**config.mk**
```make
export PLATFORM = sky130hd
export DESIGN_NAME = uart_irq_prio
export DESIGN_NICKNAME = d
export VERILOG_FILES = /design/src/rtl/uart_irq_pkg.sv /design/src/rtl/uart_irq_ctl.sv /design/src/rtl/uart_irq_srcs.sv /design/src/rtl/uart_irq_enc.sv /design/src/rtl/uart_irq_prio.sv
export SDC_FILE = /design/constraint.sdc
export NUM_CORES = 1
export LEC_CHECK = 0
export ABC_AREA = 1
export BUFFER_PORTS_ARGS = -buffer_cell sky130_fd_sc_hd__buf_2
export CORE_AREA = 10 10 49 51
export CTS_CLUSTER_DIAMETER = 60
export CTS_CLUSTER_SIZE = 24
export DETAILED_ROUTE_END_ITERATION = 16
export DIE_AREA = 0 0 59 61
export PLACE_DENSITY = 0.86
export SYNTH_ARGS = -nofsm -noshare
export SYNTH_HDL_FRONTEND = slang
export SYNTH_SLANG_ARGS = --single-unit
```
**constraint.sdc**
```tcl
create_clock -name clk -period 2.3 [get_ports clk]
set_input_delay 0.23 -clock clk [delete_from_list [all_inputs] [get_ports clk]]
set_output_delay 0.23 -clock clk [all_outputs]
set_load 0.1 [all_outputs]
```
**src/rtl/uart_irq_pkg.sv**
```systemverilog
// Shared codes and source indices for the UART interrupt prioritizer.
// Assumes the identification code occupies four bits.
package uart_irq_pkg;

    localparam int NUM_SRC = 5;

    // Source index: lower index means higher priority.
    localparam int SRC_LINE  = 0;
    localparam int SRC_TMO   = 1;
    localparam int SRC_RXD   = 2;
    localparam int SRC_THRE  = 3;
    localparam int SRC_MODEM = 4;

    typedef enum logic [3:0] {
        IID_MODEM = 4'h0,
        IID_NONE  = 4'h1,
        IID_THRE  = 4'h2,
        IID_RXD   = 4'h4,
        IID_LINE  = 4'h6,
        IID_TMO   = 4'hC
    } iid_e;

    // Enable bit positions.
    localparam int EN_RXD   = 0;
    localparam int EN_THRE  = 1;
    localparam int EN_LINE  = 2;
    localparam int EN_MODEM = 3;

    function automatic iid_e src_code(input int idx);
        case (idx)
            SRC_LINE:  return IID_LINE;
            SRC_TMO:   return IID_TMO;
            SRC_RXD:   return IID_RXD;
            SRC_THRE:  return IID_THRE;
            default:   return IID_MODEM;
        endcase
    endfunction

endpackage

```
**src/rtl/uart_irq_ctl.sv**
```systemverilog
// Holds the interrupt enable register and the transmit-empty pending latch.
// Assumes strobes are single-cycle; on coincident events a transmit write
// wins, then an enable write that changes bit 1, then a clearing read,
// then a drain edge of the holding register.
module uart_irq_ctl
    import uart_irq_pkg::*;
(
    input  logic       clk,
    input  logic       rst_n,
    input  logic       ier_wr,
    input  logic [3:0] ier_wdata,
    input  logic       iir_rd,
    input  logic       code_is_thre,
    input  logic       thr_wr,
    input  logic       thr_empty,
    output logic [3:0] ier_r,
    output logic       thre_pend
);

    logic thr_empty_d;
    logic bit1_toggle;

    assign bit1_toggle = ier_wr && (ier_wdata[EN_THRE] != ier_r[EN_THRE]);

    // Enable register load.
    always_ff @(posedge clk) begin
        if (!rst_n)       ier_r <= '0;
        else if (ier_wr)  ier_r <= ier_wdata;
    end

    // Delayed empty flag; resets high so reset itself is not a drain edge.
    always_ff @(posedge clk) begin
        if (!rst_n) thr_empty_d <= 1'b1;
        else        thr_empty_d <= thr_empty;
    end

    // Transmit-empty pending latch set and clear rules.
    always_ff @(posedge clk) begin
        if (!rst_n)                       thre_pend <= 1'b0;
        else if (thr_wr)                  thre_pend <= 1'b0;
        else if (bit1_toggle)             thre_pend <= ier_wdata[EN_THRE] & thr_empty;
        else if (iir_rd && code_is_thre)  thre_pend <= 1'b0;
        else if (thr_empty && !thr_empty_d) thre_pend <= 1'b1;
    end

endmodule

```
**src/rtl/uart_irq_srcs.sv**
```systemverilog
// Forms the five masked interrupt requests from enables and status flags.
// Assumes rx_count and rx_trig share a width; purely combinational.
module uart_irq_srcs
    import uart_irq_pkg::*;
#(
    parameter int CNT_W = 5
) (
    input  logic [3:0]       ier_r,
    input  logic             thre_pend,
    input  logic             fifo_en,
    input  logic [3:0]       line_err,
    input  logic             data_ready,
    input  logic [CNT_W-1:0] rx_count,
    input  logic [CNT_W-1:0] rx_trig,
    input  logic             rx_timeout,
    input  logic [3:0]       msr_delta,
    output logic [NUM_SRC-1:0] req
);

    logic level_met;

    // Threshold test only matters with FIFOs on.
    always_comb level_met = !fifo_en || (rx_count >= rx_trig);

    // Masked request per source, indexed by priority.
    always_comb begin
        req            = '0;
        req[SRC_LINE]  = ier_r[EN_LINE]  && (|line_err);
        req[SRC_TMO]   = ier_r[EN_RXD]   && rx_timeout;
        req[SRC_RXD]   = ier_r[EN_RXD]   && data_ready && level_met;
        req[SRC_THRE]  = ier_r[EN_THRE]  && thre_pend;
        req[SRC_MODEM] = ier_r[EN_MODEM] && (|msr_delta);
    end

endmodule

```
**src/rtl/uart_irq_enc.sv**
```systemverilog
// Priority encoder: picks the lowest-index active request and emits its code.
// Assumes index 0 is the most urgent source.
module uart_irq_enc
    import uart_irq_pkg::*;
(
    input  logic [NUM_SRC-1:0] req,
    output logic [3:0]         code
);

    // Scan from least to most urgent so the most urgent assignment lands last.
    always_comb begin
        code = IID_NONE;
        for (int i = NUM_SRC - 1; i >= 0; i--) begin
            if (req[i]) code = src_code(i);
        end
    end

endmodule

```
**src/rtl/uart_irq_prio.sv**
```systemverilog
// Top of the UART interrupt prioritizer: enable register, transmit-empty
// latch, source masking and priority encoding. Identification byte and
// interrupt line are combinational from registered state and status inputs.
module uart_irq_prio
    import uart_irq_pkg::*;
#(
    parameter int FIFO_DEPTH = 16,
    parameter int CNT_W      = $clog2(FIFO_DEPTH + 1)
) (
    input  logic             clk,
    input  logic             rst_n,
    input  logic             ier_wr,
    input  logic [7:0]       ier_wdata,
    input  logic             iir_rd,
    input  logic             thr_wr,
    input  logic             fifo_en,
    input  logic [3:0]       line_err,
    input  logic             data_ready,
    input  logic [CNT_W-1:0] rx_count,
    input  logic [CNT_W-1:0] rx_trig,
    input  logic             rx_timeout,
    input  logic             thr_empty,
    input  logic [3:0]       msr_delta,
    output logic [7:0]       ier_q,
    output logic [7:0]       iir_q,
    output logic             irq
);

    logic [3:0]         ier_r;
    logic               thre_pend;
    logic [NUM_SRC-1:0] req;
    logic [3:0]         code;
    logic               code_is_thre;

    assign code_is_thre = (code == IID_THRE);

    uart_irq_ctl u_ctl (
        .clk          (clk),
        .rst_n        (rst_n),
        .ier_wr       (ier_wr),
        .ier_wdata    (ier_wdata[3:0]),
        .iir_rd       (iir_rd),
        .code_is_thre (code_is_thre),
        .thr_wr       (thr_wr),
        .thr_empty    (thr_empty),
        .ier_r        (ier_r),
        .thre_pend    (thre_pend)
    );

    uart_irq_srcs #(.CNT_W(CNT_W)) u_srcs (
        .ier_r      (ier_r),
        .thre_pend  (thre_pend),
        .fifo_en    (fifo_en),
        .line_err   (line_err),
        .data_ready (data_ready),
        .rx_count   (rx_count),
        .rx_trig    (rx_trig),
        .rx_timeout (rx_timeout),
        .msr_delta  (msr_delta),
        .req        (req)
    );

    uart_irq_enc u_enc (
        .req  (req),
        .code (code)
    );

    // Output assembly: FIFO marker, zero pad, code; upper enable bits zero.
    always_comb begin
        ier_q = {4'b0000, ier_r};
        iir_q = {{2{fifo_en}}, 2'b00, code};
        irq   = (code != IID_NONE);
    end

endmodule

```
* Word level (Yosys, flattened, before mapping) *
Cells that the tools add are included.
Widths: inputs -> output; s select.

word-level totals
  word-level logic and storage cells = 33
  output and inout bits = 17
  register bits after elaboration = 6

operators by class
  equality and inequality tests = 3
  reduce and logical (&&, ||, !) cells = 16
  bitwise operators = 2
  order comparisons = 1
  mux-type cells = 8

operators with widths
  kind                count
  $logic_and 1x1->1   9
  $mux 4              2
  $reduce_or 4->1     2
  $ge 5x5->1          1
  $eq 4x2->1 const B  1
  $mux 1              4
  $ne 4x1->1 const B  1
  $mux 3              1
  $reduce_bool 3->1   1
  $logic_not 1->1     2
  $mux 2              1
  $reduce_or 2->1     1
  $and 1x1->1         1
  $logic_or 1x1->1    1
  $ne 1x1->1          1
  $not 1->1           1

* Longest topological paths before layout *
Gate-level depths: netlist (run 1).

  depth in word-level cells = 11
  depth in mapped cells = 14

* Modules after synthesis *
A second synthesis (run 1) with hierarchy kept.

unflattened totals
  cell total of the unflattened synthesis = 104
  area, all modules = 591.8 sq um

modules (own cells, without submodules)
  module         area an instance (sq um)  instances  cells an instance
  uart_irq_ctl   242.7                     1          35
  uart_irq_srcs  202.7                     1          40
  uart_irq_prio  97.6                      1          18
  uart_irq_enc   48.8                      1          11

* Worst setup path after synthesis (run 1) *
OpenSTA, ideal clock, no wires.

  path type = register to output
  from = reg u_ctl.ier_r[1]
  to = out iir_q[1]
  slack = -1.220 ns
  buffers on the path = 0
  cell stages (with the launch flop) = 3
  data arrival time = 3.290 ns
  path through = dfxtp_1 -> nand2_1 -> o21ai_0

on the way
  word-level cells in the longest chain between the ends = 5

ends and longest elaborated chain
  item                      line                 source
  start: declaration        uart_irq_ctl.sv:16   output logic [3:0] ier_r,
  start signal: assignment  uart_irq_ctl.sv:28   else if (ier_wr) ier_r <= ier_wdata;
  $logic_and 1x1->1         uart_irq_srcs.sv:31  req[SRC_THRE] = ier_r[EN_THRE] && thre_pend;
  $mux 2                    uart_irq_enc.sv:14   if (req[i]) code = src_code(i);
  $mux 3                    uart_irq_enc.sv:14
  $mux 4 (2 in a row)       uart_irq_enc.sv:14
  end: declaration          uart_irq_prio.sv:25  output logic [7:0] iir_q,

No other way between the ends.

* Final worst setup path (run 1) *
  from = in rx_trig[2]
  to = out irq

on the way
  word-level cells in the longest chain between the ends = 7

ends and longest elaborated chain
  item                 line                 source
  start: declaration   uart_irq_prio.sv:20  input logic [CNT_W-1:0] rx_trig,
  $ge 5x5->1           uart_irq_srcs.sv:23  always_comb level_met = !fifo_en || (rx_count >= rx_trig);
  $logic_or 1x1->1     uart_irq_srcs.sv:23
  $logic_and 1x1->1    uart_irq_srcs.sv:30  req[SRC_RXD] = ier_r[EN_RXD] && data_ready && level_met;
  $mux 3               uart_irq_enc.sv:14
  $mux 4 (2 in a row)  uart_irq_enc.sv:14
  $ne 4x1->1           uart_irq_prio.sv:72  irq = (code != IID_NONE);
  end: declaration     uart_irq_prio.sv:26  output logic irq

No other way between the ends.

==> flow_metrics.tcl, run 1 <==
set metrics [dict create \
    vdd_drop_max_v 0.000406 \
    drive_gt1_frac 0.484 \
    cts_buffers 3 \
    ant_nets 0 \
    vias 631 \
    power_density_mw_per_mm2 577 \
    stdcell_area_sq_um 858 \
    grtUsageTotal 0.0831 \
    leakagePower_nw 0.504 \
    initial_core_util 0.370 \
    required_ns 2.07 \
    cp-startpoint "rx_trig[2]" \
    pre_cts_slack_ns 0.124 \
    die_w_um 59 \
    grt_use_met2 0.132 \
    final_cell_mix "40 x buf_2, 20 x nand2_1, 14 x nor2_1" \
    finalNonFillerCells 144 \
    routed_wl_mm 1.53 \
    ys_ff_latch 6 \
    yosys-top-cells-area "dfxtp_1 22%, nand2_1 14%, ha_1 11%, buf_4 11%, inv_1 10%" \
    holdWs_ns 0.191 \
    root_buffer "clkbuf_4" \
    hp-start "thr_empty" \
    std_cell_rows 14 \
    synth_top_family_by_area "simple AND/OR/NAND/NOR gates" \
    antenna_found_initial 0 \
    worst_slack_ns 0.147 \
    r2r-start "u_ctl.ier_r[1]" \
    synth_cells 87 \
    viasPerCell 4.38 \
    fin_nets 170 \
    cts_tree "built" \
    ys_warn_count 0 \
    grt_remaining_overflow 0 \
    synth_top_area_frac 0.221 \
    antennaDiodeCount 0 \
    muxShareOfSynthArea 0 \
    crit_path_start_kind "input port" \
    clock_latency_ns 0.24 \
    yosysSeqAreaShare 0.221 \
    drt_pre_antenna_iters 4 \
    area.growth.synth_to_final_pct 57.7 \
    setup_viol 0 \
    grt_pass1_vias 619 \
    slew_viol_final 0 \
    clockBufferDepth 2 \
    cts_setup_buffers 0 \
    die_h_um 61 \
    h-tree-depth 1 \
    hp-class "in -> reg" \
    finalCritPeriodShare 0.936 \
    final_common_cell "buf_2" \
    layout_min_cycle_time_ns 2.15 \
    syn_avg_cell_area_sq_um 6.26 \
    detail_route.wl_per_cell_um 10.6 \
    synthSimpleGateAreaFrac 0.322 \
    worst-r2r-cell-count 7 \
    ios 52 \
    fin_skew_ns 0.00281 \
    synth.distinct_cells 17 \
    cp.arrival_ns 1.92 \
    timing.max_cap.violations 0 \
    clk_pin_slew_ns 0.04 \
    placed_cell_area_sq_um 836 \
    run_status "finished, final reports clean" \
    place.gp.congestion 0.719 \
    synthXorXnorAreaFrac 0 \
    grt_first_pass_wirelength_mm 2.41 \
    grt.met3_usage 0.0605 \
    cts_resized 0 \
    endpoint_kind "primary output" \
    yosys.area_share.adder 0.115 \
    drc_errors 0 \
    crit_fanout 2 \
    dp_hpwl_mm 1.41 \
    dpl.cell_count 141 \
    hold_violations 0 \
    grt_max_degree 7 \
    rsz0062_at_grt "no" \
    yosys.area.top_type "dfxtp_1" \
    port_buffers 41 \
    synth_area_sq_um 544 \
    drt_iter0_markers 6 \
    postLayoutCoreUtil 0.583 \
    clock-sinks 6 \
    grt_util_met1 0.0766 \
    busiest_layer "met2" \
    hold_depth 3 \
    worst-setup-path-type "in -> out" \
    die-area_sq_mm 0.00360 \
    fmax_mhz 464 \
    synth-compound-area-share 0.108 \
    cts_hold_buf 0 \
    core_area_sq_mm 0.00147 \
]
==> worst paths after layout <==
kind,end,slack (ns)
setup / recovery,irq,0.15
hold / removal,u_ctl.thr_empty_d,0.19
setup reg to reg,u_ctl.thre_pend,1.24
hold reg to reg,u_ctl.ier_r[2],0.52
==> area by class of cell <==
type                            instances  area (sq um)
Clock buffer                            3          22.5
Fill cell                             142           613
Inverter                               17          91.3
Multi-Input combinational cell         61           382
Sequential cell                         6           123
Tap cell                               16          20.0
Timing Repair Buffer                   41           220
==> power breakdown <==
group,internal (mW),switching (mW)
sequential,0.111,0.00493
clock,0.0588,0.0340
combinational,0.0683,0.218
==> worst max-delay path, stage by stage <==
cell     delay (ns)
buf_2          0.16
inv_12         0.03
ha_4           0.23
nand2_1        0.05
inv_1          0.03
nand2_1        0.05
nand2_1        0.05
nand2_1        0.06
nand2_1        0.06
nand2_2        0.08
nand2_2        0.08
nor2_4         0.17
inv_8          0.04
nor3_4         0.28
inv_6          0.02
buf_2          0.29
==> cell families (layout without fill, tap and decap cells) <==
logic type | Yosys count | in the layout
AND/OR/NAND/NOR | 40 | 40
AO/OA/AOI/OAI | 10 | 10
other | 1 | 6
buffers and inverters | 25 | 61
adder cells (fa/ha/maj) | 5 | 5
flip-flops | 6 | 6
==> cells in the mapped netlist (all sizes together) <==
master / count
o21ai: 5
buf: 8
nor3: 1
conb: 1
or3: 1
inv: 17
nor2: 15
dfxtp: 6
nand2: 22
o41a: 1
ha: 5
nand4: 1
a21oi: 3
o21bai: 1
==> sequential cells by signal, summed over array words and instances (netlist names) <==
register and count:
u_ctl.thre_pend 1, u_ctl.thr_empty_d 1, u_ctl.ier_r 4
==> metrics by stage <==
step | TNS (ns) | power, mW
2_1_floorplan | -0.282 | 0.351
3_3_place_gp | 0 | 0.401
3_5_place_dp | 0 | 0.406
4_1_cts | 0 | 0.502
5_1_grt | 0 | 0.526
6_report | 0 | 0.495
==> metal layers <==
metal / wire, um / part of all wire / up-vias
met3: 330 / 0.22 / 2
met1: 526 / 0.34 / 255
met5: 0 / 0 / -
met2: 646 / 0.42 / 38
met4: 25 / 0.016 / 0
li1: - / - / 336
(Power assumes the default switching activity.)
==> inputs of run 2 (changes only) <==
--- a/config.mk
+++ b/config.mk
@@ -6,13 +6,15 @@
 export NUM_CORES = 1
 export LEC_CHECK = 0
 export ABC_AREA = 1
-export BUFFER_PORTS_ARGS = -buffer_cell sky130_fd_sc_hd__buf_2
-export CORE_AREA = 10 10 49 51
+export CORE_AREA = 10 10 47 49
 export CTS_CLUSTER_DIAMETER = 60
 export CTS_CLUSTER_SIZE = 24
 export DETAILED_ROUTE_END_ITERATION = 16
-export DIE_AREA = 0 0 59 61
-export PLACE_DENSITY = 0.86
+export DIE_AREA = 0 0 57 59
+export DONT_BUFFER_PORTS = 1
+export GPL_TIMING_DRIVEN = 0
+export PLACE_DENSITY = 0.6
+export SETUP_SLACK_MARGIN = 0.4
 export SYNTH_ARGS = -nofsm -noshare
 export SYNTH_HDL_FRONTEND = slang
 export SYNTH_SLANG_ARGS = --single-unit
==> run 2 against run 1 <==
Compared with the run above:
- clock skew decreased by 0.0027 ns
- fmax fell by 15%
- critical path depth is 8 lower
- total power decreased by 5.1%
- sequential power grew 29%
- flip-flop and latch count is the same
- largest power group unchanged
- combinational power is 22% lower
- die area is 6.6% lower
- the run now ends with setup timing left
- highest routed layer unchanged
- first-iteration DRC count decreased by 50%
- routed wire length decreased by 0.20%
- hold slack worse by 0.13 ns
==> flow_metrics.tcl, run 2 (synthesized netlist as in run 1, its figures left out) <==
set metrics [dict create \
    path_buf_inv 3 \
    hp-start "rst_n" \
    cp.arrival_ns 2.29 \
    reg2reg_to "u_ctl.thre_pend" \
    critPathMaxStageDelay_ns 0.86 \
    h-tree-depth 1 \
    grt_remaining_overflow 0 \
    clk_pin_slew_ns 0.04 \
    worst-r2r-cell-count 7 \
    fin_nets 140 \
    root_buffer "clkbuf_4" \
    dpl.cell_count 108 \
    worst-setup-path-type "reg -> out" \
    drt_pre_antenna_iters 4 \
    r2r-start "u_ctl.ier_r[1]" \
    routed_wl_mm 1.53 \
    drive_gt1_frac 0.408 \
    crit_fanout 4 \
    worst_slack_ns -0.222 \
    grt_max_degree 7 \
    initial_core_util 0.388 \
    die_h_um 59 \
    final_cell_mix "16 x nand2_1, 13 x nor2_1, 10 x inv_1" \
    place.gp.congestion 0.680 \
    core_area_sq_mm 0.00140 \
    antenna_found_initial 0 \
    slew_viol_final 0 \
    cts_buffers 3 \
    grtUsageTotal 0.0897 \
    die-area_sq_mm 0.00336 \
    path_delay_family "simple AND/OR/NAND/NOR gates" \
    die_w_um 57 \
    ant_nets 0 \
    detail_route.wl_per_cell_um 13.4 \
    fillers 137 \
    regMostFlops "u_ctl.ier_r" \
    cpMaxStageDelayCell "nor3_4" \
    hp-class "in -> reg" \
    hold_violations 0 \
    finalCritPeriodShare 1.10 \
    clockBufferDepth 2 \
    drc_errors 0 \
    fin_setup_tns_ns -0.222 \
    worstHoldEndpoint "u_ctl.thr_empty_d" \
    power_density_mw_per_mm2 608 \
    timing.max_cap.violations 0 \
    hold_depth 1 \
    std_cell_rows 14 \
    cpMostUsedCell "nand2_4" \
    fin_skew_ns 0.0000643 \
    run_status "finished with violations" \
    fmax_mhz 396 \
    endpoint_kind "primary output" \
    ios 52 \
    vias 526 \
    grt_first_pass_wirelength_mm 2.44 \
    cts_tree "built" \
    final-seq-area_sq_um 133 \
    largest_reg_flops 4 \
    port_buffers 0 \
    setup_viol 1 \
    crit_path_start_kind "flip-flop" \
    slew_headroom 0.251 \
    rrSetupSlack_ns 0.98 \
    vdd_drop_max_v 0.000269 \
    rsz0062_at_grt "yes" \
    multi_input_area_sq_um 417 \
    clock-sinks 6 \
    grt_pass1_vias 573 \
    largestRegisters "u_ctl.ier_r: 4 flops, u_ctl.thr_empty_d: 1 flops, u_ctl.thre_pend: 1 flops" \
    required_ns 2.07 \
    final_common_cell "nand2_1" \
    antennaDiodeCount 0 \
    dp_hpwl_mm 1.36 \
    finalNonFillerCells 114 \
    violations "setup timing" \
    layout_min_cycle_time_ns 2.52 \
    leakagePower_nw 0.399 \
    area.growth.synth_to_final_pct 42.1 \
    path_cells "nand2_2 -> inv_2 -> nand2_4 -> nand2_4 -> nor2_4 -> inv_8 -> nor3_4 -> inv_6" \
    tightest_slew_ns 1.12 \
    drt_iter0_markers 3 \
    viasPerCell 4.61 \
    clock_latency_ns 0.24 \
]
[run 2: changes by cell type in the layout (fill, tap and decap cells not counted), sizes merged]
cell / change
buf: -30
[run 2: power by group]
part | internal [mW] | switching (mW) | leakage, nW
sequential | 0.110 | 0.0399 | 0.0519
combinational | 0.0515 | 0.172 | 0.333
clock | 0.0590 | 0.0370 | 0.0138
total | 0.221 | 0.249 | 0.399
[run 2: cell type report]
| class | count | share of cell area |
|---|---|---|
| buffer | 8 | 0.0777 |
| clock buffer | 3 | 0.0291 |
| inverter | 17 | 0.118 |
| multi-input combinational | 61 | 0.539 |
| sequential | 6 | 0.172 |
| tap | 16 | 0.0259 |
| timing repair buffer | 3 | 0.0388 |
[run 2: timing repair]
action	in CTS	in global routing
setup endpoints to repair	5	4
cloned	0	0
pin swaps	3	1
hold buffers	0	0
gates resized for setup	9	7
setup buffers	1	2
[run 2: stage by stage]
stage / hold WS, ns / instance area, sq um / worst slack (ns) / utilization / power [mW]
global placement: 0.301 / 678 / -0.276 / 0.484 / 0.361
floorplan: 0.299 / 658 / -0.209 / - / 0.352
CTS: 0.0535 / 736 / -0.256 / 0.525 / 0.464
global route: 0.0520 / 773 / -0.325 / 0.552 / 0.498
detailed placement: 0.305 / 678 / -0.290 / 0.484 / 0.364
finish: 0.0625 / 773 / -0.222 / 0.552 / 0.470
[run 2: worst max path at each step]
stage,from,end,slack [ns],cells past startpoint
after global routing,u_ctl.ier_r[0],irq,-0.32,8
final,u_ctl.ier_r[0],irq,-0.22,8
after floorplan,rx_trig[2],irq,-0.21,14
after global placement,rx_trig[2],irq,-0.28,14
after detailed placement,rx_trig[2],irq,-0.29,14
after CTS,u_ctl.ier_r[0],irq,-0.26,8
[run 2: metal layers]
layer / global-route usage / routed length (um) / up-vias
li1: - / - / 275
met1: 0.0695 / 499 / 217
met2: 0.153 / 721 / 32
met3: 0.0815 / 287 / 2
met4: 0.0403 / 17 / 0
met5: 0 / 0 / -
[run 2: worst reg2reg max path, cell delays in order (launching register included)]
cell and delay [ns]:
dfxtp_4 0.55, nand2_1 0.18, inv_1 0.15, nand4_1 0.12, nand2_1 0.09, nand2_1 0.05
nand2_1 0.05, nor2_1 0.03
